**src/rtl/exc_pkg.sv**
```systemverilog
package exc_pkg;
  localparam int NCLS  = 14;
  localparam int VEC_W = 6;
  localparam int NEV   = 5;

  // class positions, highest priority first
  localparam int C_TRAP  = 0;
  localparam int C_SC    = 1;
  localparam int C_VFPD  = 2;
  localparam int C_VFPR  = 3;
  localparam int C_ALIGN = 4;
  localparam int C_CDACL = 5;
  localparam int C_CDACU = 6;
  localparam int C_TLB   = 7;
  localparam int C_DSTOR = 8;
  localparam int C_DIRQ  = 9;
  localparam int C_DCIRQ = 10;
  localparam int C_PDACL = 11;
  localparam int C_PDACU = 12;
  localparam int C_ICMP  = 13;

  // debug event enable bit positions
  localparam int EV_IRQ  = 0;
  localparam int EV_CRIT = 1;
  localparam int EV_DACL = 2;
  localparam int EV_DACU = 3;
  localparam int EV_ICMP = 4;

  localparam logic [VEC_W-1:0] V_TRAP  = VEC_W'(6);
  localparam logic [VEC_W-1:0] V_SC    = VEC_W'(8);
  localparam logic [VEC_W-1:0] V_VFPD  = VEC_W'(33);
  localparam logic [VEC_W-1:0] V_VFPR  = VEC_W'(34);
  localparam logic [VEC_W-1:0] V_ALIGN = VEC_W'(5);
  localparam logic [VEC_W-1:0] V_TLB   = VEC_W'(13);
  localparam logic [VEC_W-1:0] V_DSTOR = VEC_W'(2);
  localparam logic [VEC_W-1:0] V_DEBUG = VEC_W'(15);

  typedef logic [NCLS-1:0] cls_vec_t;

  function automatic logic [VEC_W-1:0] class_vec(input int c);
    case (c)
      C_TRAP:  return V_TRAP;
      C_SC:    return V_SC;
      C_VFPD:  return V_VFPD;
      C_VFPR:  return V_VFPR;
      C_ALIGN: return V_ALIGN;
      C_TLB:   return V_TLB;
      C_DSTOR: return V_DSTOR;
      default: return V_DEBUG;
    endcase
  endfunction

  function automatic logic class_next(input int c);
    return (c == C_SC) || (c == C_PDACL) || (c == C_PDACU) || (c == C_ICMP);
  endfunction
endpackage

```
**src/rtl/exc_req_qualify.sv**
```systemverilog
module exc_req_qualify
  import exc_pkg::*;
(
  input  logic           trap_hit,
  input  logic           trap_as_dbg,
  input  logic           syscall,
  input  logic           vfp_data,
  input  logic           vfp_round,
  input  logic           lsm_misalign,
  input  logic           bzero_nocache,
  input  logic           tlb_miss,
  input  logic           acc_violation,
  input  logic           endian_split,
  input  logic           bus_err,
  input  logic           ext_int_en,
  input  logic           dbg_enable,
  input  logic           dbg_internal_mode,
  input  logic [NEV-1:0] ev_en,
  input  logic           ev_irq_taken,
  input  logic           ev_crit_taken,
  input  logic           crit_irq,
  input  logic           ev_dac_linked,
  input  logic           ev_dac_unlinked,
  input  logic           ev_icmp,
  output cls_vec_t       req
);
  logic dbg_ok;
  logic fault_tlb, fault_stor, fault_any;
  logic dacl_q, dacu_q;

  assign dbg_ok     = dbg_enable & dbg_internal_mode;
  assign fault_tlb  = tlb_miss;
  assign fault_stor = acc_violation | endian_split | (bus_err & ext_int_en);
  assign fault_any  = fault_tlb | fault_stor;
  assign dacl_q     = dbg_ok & ev_en[EV_DACL] & ev_dac_linked;
  assign dacu_q     = dbg_ok & ev_en[EV_DACU] & ev_dac_unlinked;

  always_comb begin
    req          = '0;
    req[C_TRAP]  = trap_hit & ~trap_as_dbg;
    req[C_SC]    = syscall;
    req[C_VFPD]  = vfp_data;
    req[C_VFPR]  = vfp_round;
    req[C_ALIGN] = lsm_misalign | bzero_nocache;
    req[C_CDACL] = dacl_q & fault_any;
    req[C_CDACU] = dacu_q & fault_any;
    req[C_TLB]   = fault_tlb;
    req[C_DSTOR] = fault_stor;
    req[C_DIRQ]  = dbg_ok & ev_en[EV_IRQ] & ev_irq_taken;
    req[C_DCIRQ] = dbg_ok & ev_en[EV_CRIT] & ev_crit_taken & crit_irq;
    req[C_PDACL] = dacl_q & ~fault_any;
    req[C_PDACU] = dacu_q & ~fault_any;
    req[C_ICMP]  = dbg_ok & ev_en[EV_ICMP] & ev_icmp;
  end
endmodule

```
**src/rtl/exc_prio_pick.sv**
```systemverilog
module exc_prio_pick #(
  parameter int N = 14
) (
  input  logic [N-1:0] req,
  output logic [N-1:0] gnt,
  output logic         any
);
  logic [N:0] blocked;

  assign blocked[0] = 1'b0;

  for (genvar i = 0; i < N; i++) begin : g_chain
    assign gnt[i]       = req[i] & ~blocked[i];
    assign blocked[i+1] = blocked[i] | req[i];
  end

  assign any = blocked[N];
endmodule

```
**src/rtl/exc_vec_encode.sv**
```systemverilog
module exc_vec_encode
  import exc_pkg::*;
(
  input  cls_vec_t         gnt,
  output logic [VEC_W-1:0] vec,
  output logic             save_nxt,
  output logic             imprecise
);
  always_comb begin
    vec       = '0;
    save_nxt  = 1'b0;
    for (int i = 0; i < NCLS; i++) begin
      if (gnt[i]) begin
        vec      = vec | class_vec(i);
        save_nxt = save_nxt | class_next(i);
      end
    end
    imprecise = gnt[C_CDACL] | gnt[C_CDACU];
  end
endmodule

```
**src/rtl/exc_arbiter.sv**
```systemverilog
module exc_arbiter
  import exc_pkg::*;
(
  input  logic             clk,
  input  logic             rst_n,
  input  logic             trap_hit,
  input  logic             trap_as_dbg,
  input  logic             syscall,
  input  logic             vfp_data,
  input  logic             vfp_round,
  input  logic             lsm_misalign,
  input  logic             bzero_nocache,
  input  logic             tlb_miss,
  input  logic             acc_violation,
  input  logic             endian_split,
  input  logic             bus_err,
  input  logic             ext_int_en,
  input  logic             dbg_enable,
  input  logic             dbg_internal_mode,
  input  logic [4:0]       ev_en,
  input  logic             ev_irq_taken,
  input  logic             ev_crit_taken,
  input  logic             crit_irq,
  input  logic             ev_dac_linked,
  input  logic             ev_dac_unlinked,
  input  logic             ev_icmp,
  input  logic             ide_clr,
  output logic             take,
  output logic [13:0]      win_onehot,
  output logic [5:0]       vec_idx,
  output logic             save_next,
  output logic             ide_flag
);
  cls_vec_t         req, gnt;
  logic             any_req;
  logic [VEC_W-1:0] vec_c;
  logic             nxt_c, imp_c;

  exc_req_qualify u_qual (
    .trap_hit          (trap_hit),
    .trap_as_dbg       (trap_as_dbg),
    .syscall           (syscall),
    .vfp_data          (vfp_data),
    .vfp_round         (vfp_round),
    .lsm_misalign      (lsm_misalign),
    .bzero_nocache     (bzero_nocache),
    .tlb_miss          (tlb_miss),
    .acc_violation     (acc_violation),
    .endian_split      (endian_split),
    .bus_err           (bus_err),
    .ext_int_en        (ext_int_en),
    .dbg_enable        (dbg_enable),
    .dbg_internal_mode (dbg_internal_mode),
    .ev_en             (ev_en),
    .ev_irq_taken      (ev_irq_taken),
    .ev_crit_taken     (ev_crit_taken),
    .crit_irq          (crit_irq),
    .ev_dac_linked     (ev_dac_linked),
    .ev_dac_unlinked   (ev_dac_unlinked),
    .ev_icmp           (ev_icmp),
    .req               (req)
  );

  exc_prio_pick #(.N(NCLS)) u_pick (
    .req (req),
    .gnt (gnt),
    .any (any_req)
  );

  exc_vec_encode u_enc (
    .gnt       (gnt),
    .vec       (vec_c),
    .save_nxt  (nxt_c),
    .imprecise (imp_c)
  );

  always_ff @(posedge clk or negedge rst_n) begin
    if (!rst_n) begin
      take       <= 1'b0;
      win_onehot <= '0;
      vec_idx    <= '0;
      save_next  <= 1'b0;
      ide_flag   <= 1'b0;
    end else begin
      take       <= any_req;
      win_onehot <= gnt;
      vec_idx    <= vec_c;
      save_next  <= nxt_c;
      ide_flag   <= imp_c | (ide_flag & ~ide_clr);
    end
  end
endmodule

```
**config.mk**
```make
export PLATFORM = sky130hd
export DESIGN_NAME = exc_arbiter
export DESIGN_NICKNAME = d
export VERILOG_FILES = /design/src/rtl/exc_pkg.sv /design/src/rtl/exc_req_qualify.sv /design/src/rtl/exc_prio_pick.sv /design/src/rtl/exc_vec_encode.sv /design/src/rtl/exc_arbiter.sv
export SDC_FILE = /design/constraint.sdc
export NUM_CORES = 1
export LEC_CHECK = 0
export BUFFER_PORTS_ARGS = -buffer_cell sky130_fd_sc_hd__buf_2
export CORE_UTILIZATION = 46
export DETAILED_ROUTE_END_ITERATION = 16
export GPL_ROUTABILITY_DRIVEN = 0
export PLACE_DENSITY = 0.83
export REMOVE_ABC_BUFFERS = 1
export SLEW_MARGIN = 20
export SYNTH_ARGS = -nofsm -noshare
export SYNTH_HDL_FRONTEND = slang
export SYNTH_SLANG_ARGS = --single-unit
```
**constraint.sdc**
```tcl
create_clock -name clk -period 1.5 [get_ports clk]
set_input_delay 0 -clock clk [delete_from_list [all_inputs] [get_ports clk]]
set_output_delay 0 -clock clk [all_outputs]
set_load 0.01 [all_outputs]
```
==> flow_summary.toml, run 1 <==
[clock_tree]
numCtsBuffers = 3
cts_tree = "yes"
cts_root_buf = "clkbuf_4"
worstSkewPairLatency_ns = 0.29
clk_pin_slew_ns = 0.11
h-tree-depth = 1
clk_path_buf_depth = 2
clock_sinks = 22
cts_setup_buffers = 0

[cells_and_area]
syn_to_final_growth_pct = 56.6
final_layout_size_suffix_gt1_frac = 0.400
fillerInstances = 125
nNetsFinal = 185
fin_util = 0.799
fin_cells = 180
layout_common_cells = "buf_2 (49), dfrtp_1 (22), dlygate4sd3_1 (21)"
n_antenna_cell = 0
layout_commonest_cell = "buf_2"

[critical_path]
r2r-start = "ide_flag"
cp_max_fo = 4
crit_chain = "dlygate4sd3_1, buf_2, a22o_2, a2111oi_4, nand2_2, o2111ai_1"
worstSetupStartpoint = "ev_dac_linked"
max_stage_delay_ns = 0.53
endpoint_kind = "flip-flop"
critPathRequiredTime_ns = 1.71
cp_slowest_cell = "dlygate4sd3_1"
r2r_slack_ns = 0.83
r2r_cells = 2
r2r_end = "ide_flag"
startpoint_type = "input pin"
crit_end = "vec_idx[2]"
crit_arrival_ns = 1.65
crit_type = "in2reg"

[global_route]
grt_pass1_vias = 806
grt_pass1_wl_microns = 3660
grt_max_degree = 23
antenna_found_initial = 0
grt.total_usage = 0.244
overflow = 0

[run_status]
status = "finished clean"

[drt]
vias_per_cell = 5.08
vias = 914
drc_errors = 0
drt_iter0_markers = 18
final_antenna_net_count = 0
dr.pass1.iters = 4
drt_wl_total_microns = 2450
post_drt_wl_per_cell_microns = 13.6

[run]
drv_cap = 0

[die]
row_count = 15
die-area_sq_um = 2180
core_sq_um = 1800
start_util = 0.510
fp.dieH_microns = 46.7
die_w_microns = 46.7
num_io_pins = 51

[power]
p_sw_uw = 263
peakVddDrop_uv = 566
clockPowerShare = 0.232
p_int_uw = 804
p_per_area_nw_per_um2 = 741
p_sw_frac = 0.246
p_leak_nw = 0.734
combPwrFrac = 0.191
pwr-share-seq = 0.576

[sta]
tns_ns = 0
drv_slew = 0
slew-limit-headroom = 0.665
fmax_mhz = 697
period_share = 0.957
finalSetupViolCount = 0
finClkSkew_ns = 0
final_hold_viol_count = 0
worstMarginPinSlew_ns = 0.501
min_period_ns = 1.44
worst_slack_ns = 0.0650

[synth]
seq_area_frac_synth = 0.599
synth_cell_type_count = 30
yosys_warnings = 0
netlist_area_sq_um = 920
synth_largest_area_cell = "dfrtp_1"
netlist.area_leader.share = 0.599
synthCells = 84
synth_area_per_cell_sq_um = 10.9
ys_ff_latch = 22
yosys-top-cells-area = "dfrtp_1 (60%), nor2_1 (4.9%), nand3_1 (3.3%), nand2_1 (3.3%), a2111oi_4 (3.0%)"

[placed_design]
place_inst = 156
portBuffers = 49
dp_hpwl_microns = 1580
pre_cts_ws_ns = 0.0927

[hold_path]
min_path_type = "in2reg"
[critical path, delay by kind of cell]
kind	cells	cell delay, ns
buffers and inverters	2	0.67
AND/OR/NAND/NOR	1	0.15
AO/OA/AOI/OAI	3	0.82
[synth_stat cells]
cell type  count
o21ai_1        2
or4_4          1
a22o_2         1
and2_2         1
buf_4          1
nand3_1        6
a211oi_1       1
inv_1          4
nand2b_1       3
o22ai_1        1
a2111oi_2      1
inv_2          1
nand4_1        1
nand2_2        1
a21oi_1        1
and2_1         1
a21boi_1       1
conb_1         1
nor4b_2        1
clkbuf_1       1
a32oi_1        1
o21ai_0        1
nand4bb_1      1
nand2_1        8
a22oi_1        1
nor2_1        12
dfrtp_1       22
nor3_1         4
o2111ai_1      2
a2111oi_4      1
[kinds of logic after synthesis]
logic type	synth area share
buffers and inverters	0.0326
AND/OR/NAND/NOR	0.226
AO/OA/AOI/OAI	0.139
flip-flops	0.599
other	0.00408
[power groups by stage]
stage                     combinational (mW)  sequential [mW]  clock [mW]
after floorplan                       0.0512            0.638           0
after global placement                 0.147            0.626           0
after detailed placement               0.151            0.627           0
after CTS                              0.192            0.615       0.252
after global routing                   0.223            0.617       0.269
final                                  0.204            0.615       0.247
[area by class of cell]
type	instances	area [sq um]	share of cell area
timing repair buffer	70	455	0.316
multi-input combinational	55	362	0.251
inverter	5	18.8	0.0130
sequential	22	551	0.382
clock buffer	3	22.5	0.0156
tap	25	31.3	0.0217
[registers in the layout, summed over array words and instances (netlist names)]
register	flops
save_next	1
vec_idx	5
take	1
ide_flag	1
win_onehot	14
[worst min-delay path by stage]
| stage | cells past startpoint | to | from | slack, ns |
|---|---|---|---|---|
| after global routing | 3 | win_onehot[13] | ev_icmp | 0.02 |
| after global placement | 1 | win_onehot[10] | rst_n | -0.03 |
| after detailed placement | 1 | win_onehot[10] | rst_n | -0.02 |
| after CTS | 3 | win_onehot[13] | ev_icmp | 0.0004 |
| after floorplan | 0 | ide_flag | rst_n | -0.30 |
| final | 3 | win_onehot[13] | ev_icmp | 0.01 |
[routing by layer]
metal,global-route usage,vias to the layer above,share of wire
li1,-,438,-
met1,0.314,433,0.41
met2,0.442,41,0.55
met3,0.0118,2,0.040
met4,0.0686,0,0.0057
met5,0,-,0
[per-stage QoR]
step / hold slack [ns] / instance area (sq um) / total power, mW
detailed placement: -0.0220 / 1180 / 0.778
global placement: -0.0275 / 1180 / 0.773
floorplan: -0.296 / 908 / 0.689
finish: 0.0120 / 1440 / 1.07
global route: 0.0151 / 1440 / 1.11
CTS: 0.000438 / 1420 / 1.06
[what timing repair did]
| action | 4_1_cts | 5_1_grt |
|---|---|---|
| endpoints found under the hold margin | 36 | 0 |
| endpoints found under the setup margin | 0 | 5 |
| hold buffers | 21 | 0 |
| resized for setup | 0 | 3 |
(Power assumes the default switching activity.)
==> run 2: changes to the inputs <==
ABC_AREA = 1   (was unset)
CORE_MARGIN = 2   (was unset)
CORE_UTILIZATION = 47   (was 46)
PLACE_DENSITY = 0.82   (was 0.83)
==> run 2 against run 1 <==
  * Cell count rose by 10%
  * Die area increased by 17%
  * Core utilization fell by 8.0 points
  * Via count decreased by 0.22%
  * Worst setup slack got worse by 0.029 ns
  * Critical path depth is the same
  * Area after synthesis rose by 11%
==> flow_summary.toml, run 2 <==
[run_status]
status = "finished clean"

[global_route]
grt_max_degree = 23
antenna_found_initial = 0
overflow = 0
grt_pass1_wl_microns = 3430
grt.total_usage = 0.180
grt_pass1_vias = 887

[cells_and_area]
layout_commonest_cell = "buf_2"
nNetsFinal = 200
top_regs = "win_onehot (14), vec_idx (5)"
n_antenna_cell = 0
fillerInstances = 160
largest-register = "win_onehot"
largest_register_ffs = 14
final_layout_size_suffix_gt1_frac = 0.427
layout_common_cells = "buf_2 (49), dfrtp_1 (22), inv_1 (17)"
syn_to_final_growth_pct = 41.4

[clock_tree]
worstSkewPairLatency_ns = 0.30
clock_sinks = 22
cts_root_buf = "clkbuf_4"
numCtsBuffers = 3
clk_pin_slew_ns = 0.11
h-tree-depth = 1
clk_path_buf_depth = 2
cts_tree = "yes"

[sta]
finalSetupViolCount = 0
tns_ns = 0
grt_setup_unrepaired = "no"
period_share = 0.976
min_period_ns = 1.46
finClkSkew_ns = 0
final_hold_viol_count = 0
drv_slew = 0
worst_slack_ns = 0.0362
fmax_mhz = 683

[drt]
wl_met3_microns = 120
wl_met1_microns = 785
highest_layer = "met4"
vias = 912
drc_errors = 0
dr.pass1.iters = 4
drt_wl_total_microns = 2090
vias_per_cell = 4.61
drt_iter0_markers = 11
post_drt_wl_per_cell_microns = 10.6
final_antenna_net_count = 0
wl_met2_microns = 1140

[critical_path]
crit_chain = "dlygate4sd3_1, buf_2, inv_2, nand2_1, nor3_1, dlygate4sd3_1"
crit_top_cell = "dlygate4sd3_1"
critPathRequiredTime_ns = 1.75
max_stage_delay_ns = 0.60
endpoint_kind = "flip-flop"
startpoint_type = "input pin"
cp_max_fo = 3
worst-path-buf-inv = 4
crit_arrival_ns = 1.71
path_delay_family = "buffers and inverters"
cp_slowest_cell = "dlygate4sd3_1"
crit_type = "in2reg"

[synth]
synth_largest_area_cell = "dfrtp_1"
yosys_warnings = 0
netlist_area_sq_um = 1020
synthCells = 108
synth_area_per_cell_sq_um = 9.43
netlist.area_leader.share = 0.541
seq_area_frac_synth = 0.541
synth.most_common_cell = "dfrtp_1"
yosys_most_used_dff = "dfrtp_1"
synthTopCellsByCount = "dfrtp_1 (22), inv_1 (17), nor2_1 (15)"
synth_cell_type_count = 26
yosys-top-cells-area = "dfrtp_1 (54%), inv_1 (6.3%), nor2_1 (5.5%), nand3_1 (4.9%), nand2_1 (4.4%)"
async_flop_share = 1.00
ys_ff_latch = 22
synth-edff-count = 0

[die]
start_util = 0.509
num_io_pins = 51
die-area_sq_um = 2560
row_count = 16
fp.dieH_microns = 50.6
core_sq_um = 2000
die_w_microns = 50.6

[power]
p_per_area_nw_per_um2 = 759
p_leak_nw = 0.866
peakVddDrop_uv = 520

[hold_path]
min_path_type = "in2reg"

[placed_design]
portBuffers = 49
pre_cts_ws_ns = 0.408
dp_hpwl_microns = 1640

[run]
drv_cap = 0
-- run 2: cell types whose count changed after synthesis, sizes merged, moves of 3 or more --
cell	before	now
inv	5	22
nand3	6	12
nand2b	3	0
nand2	9	16
nor2	12	18
nand4	1	4
-- run 2: worst reg2reg max path: stages, from the launching register on --
cell and delay (ns):
dfrtp_1 0.40, inv_1 0.05, o21ai_0 0.08
-- run 2: path summary, 6_finish.rpt --
path                       startpoint       endpoint  slack (ns)  cells after the start
max in group asynchronous       rst_n     vec_idx[3]        1.02                      2
min                          trap_hit  win_onehot[0]       0.009                      3
min in group asynchronous       rst_n  win_onehot[1]        0.17                      2
max                           syscall  win_onehot[3]        0.04                      6
min reg2reg                  ide_flag       ide_flag        0.55                      2
max reg2reg                  ide_flag       ide_flag        0.87                      2
-- run 2: cell families (layout without fill, tap and decap cells) --
logic type             count (synthesis)  in the layout  synth area share
flip-flops                            22             22             0.541
buffers and inverters                 24             87            0.0934
AO/OA/AOI/OAI                          6              6            0.0381
other                                  1              1           0.00368
AND/OR/NAND/NOR                       55             55             0.324
-- run 2: stage by stage --
| step | hold WS [ns] | power [mW] | util | cells | area (sq um) |
|---|---|---|---|---|---|
| global placement | -0.0347 | 0.766 | 0.644 | 183 | 1290 |
| CTS | 0.0140 | 1.10 | 0.718 | 198 | 1440 |
| global route | 0.00897 | 1.15 | 0.719 | 198 | 1440 |
| detailed placement | -0.0278 | 0.772 | 0.644 | 183 | 1290 |
| finish | 0.00850 | 1.09 | 0.719 | 198 | 1440 |
| floorplan | -0.296 | 0.697 | - | 107 | 1010 |
-- run 2: power breakdown --
| part | switching [mW] | internal (mW) |
|---|---|---|
| registers | 0.00408 | 0.611 |
| clock network | 0.166 | 0.148 |
| logic | 0.0905 | 0.0746 |
| total | 0.260 | 0.834 |
-- run 2: layout make-up --
| class | instances | area (sq um) | area share |
|---|---|---|---|
| inverter | 23 | 87.6 | 0.0608 |
| timing repair buffer | 60 | 355 | 0.247 |
| clock buffer | 4 | 36.3 | 0.0252 |
| sequential | 22 | 551 | 0.382 |
| tap | 27 | 33.8 | 0.0235 |
| multi-input combinational | 62 | 377 | 0.262 |
-- run 2: per-layer routing --
| metal | GRT usage | up-vias |
|---|---|---|
| met4 | 0.0811 | 0 |
| met5 | 0 | - |
| met2 | 0.351 | 45 |
| met3 | 0.0179 | 6 |
| met1 | 0.193 | 401 |
| li1 | - | 460 |
-- run 2: repair_timing --
| item | 4_1_cts | 5_1_grt |
|---|---|---|
| buffers inserted | 0 | 0 |
| resized for setup | 0 | 1 |
| hold buffers | 11 | 0 |
| endpoints found under the setup margin | 0 | 1 |
| endpoints found under the hold margin | 30 | 0 |
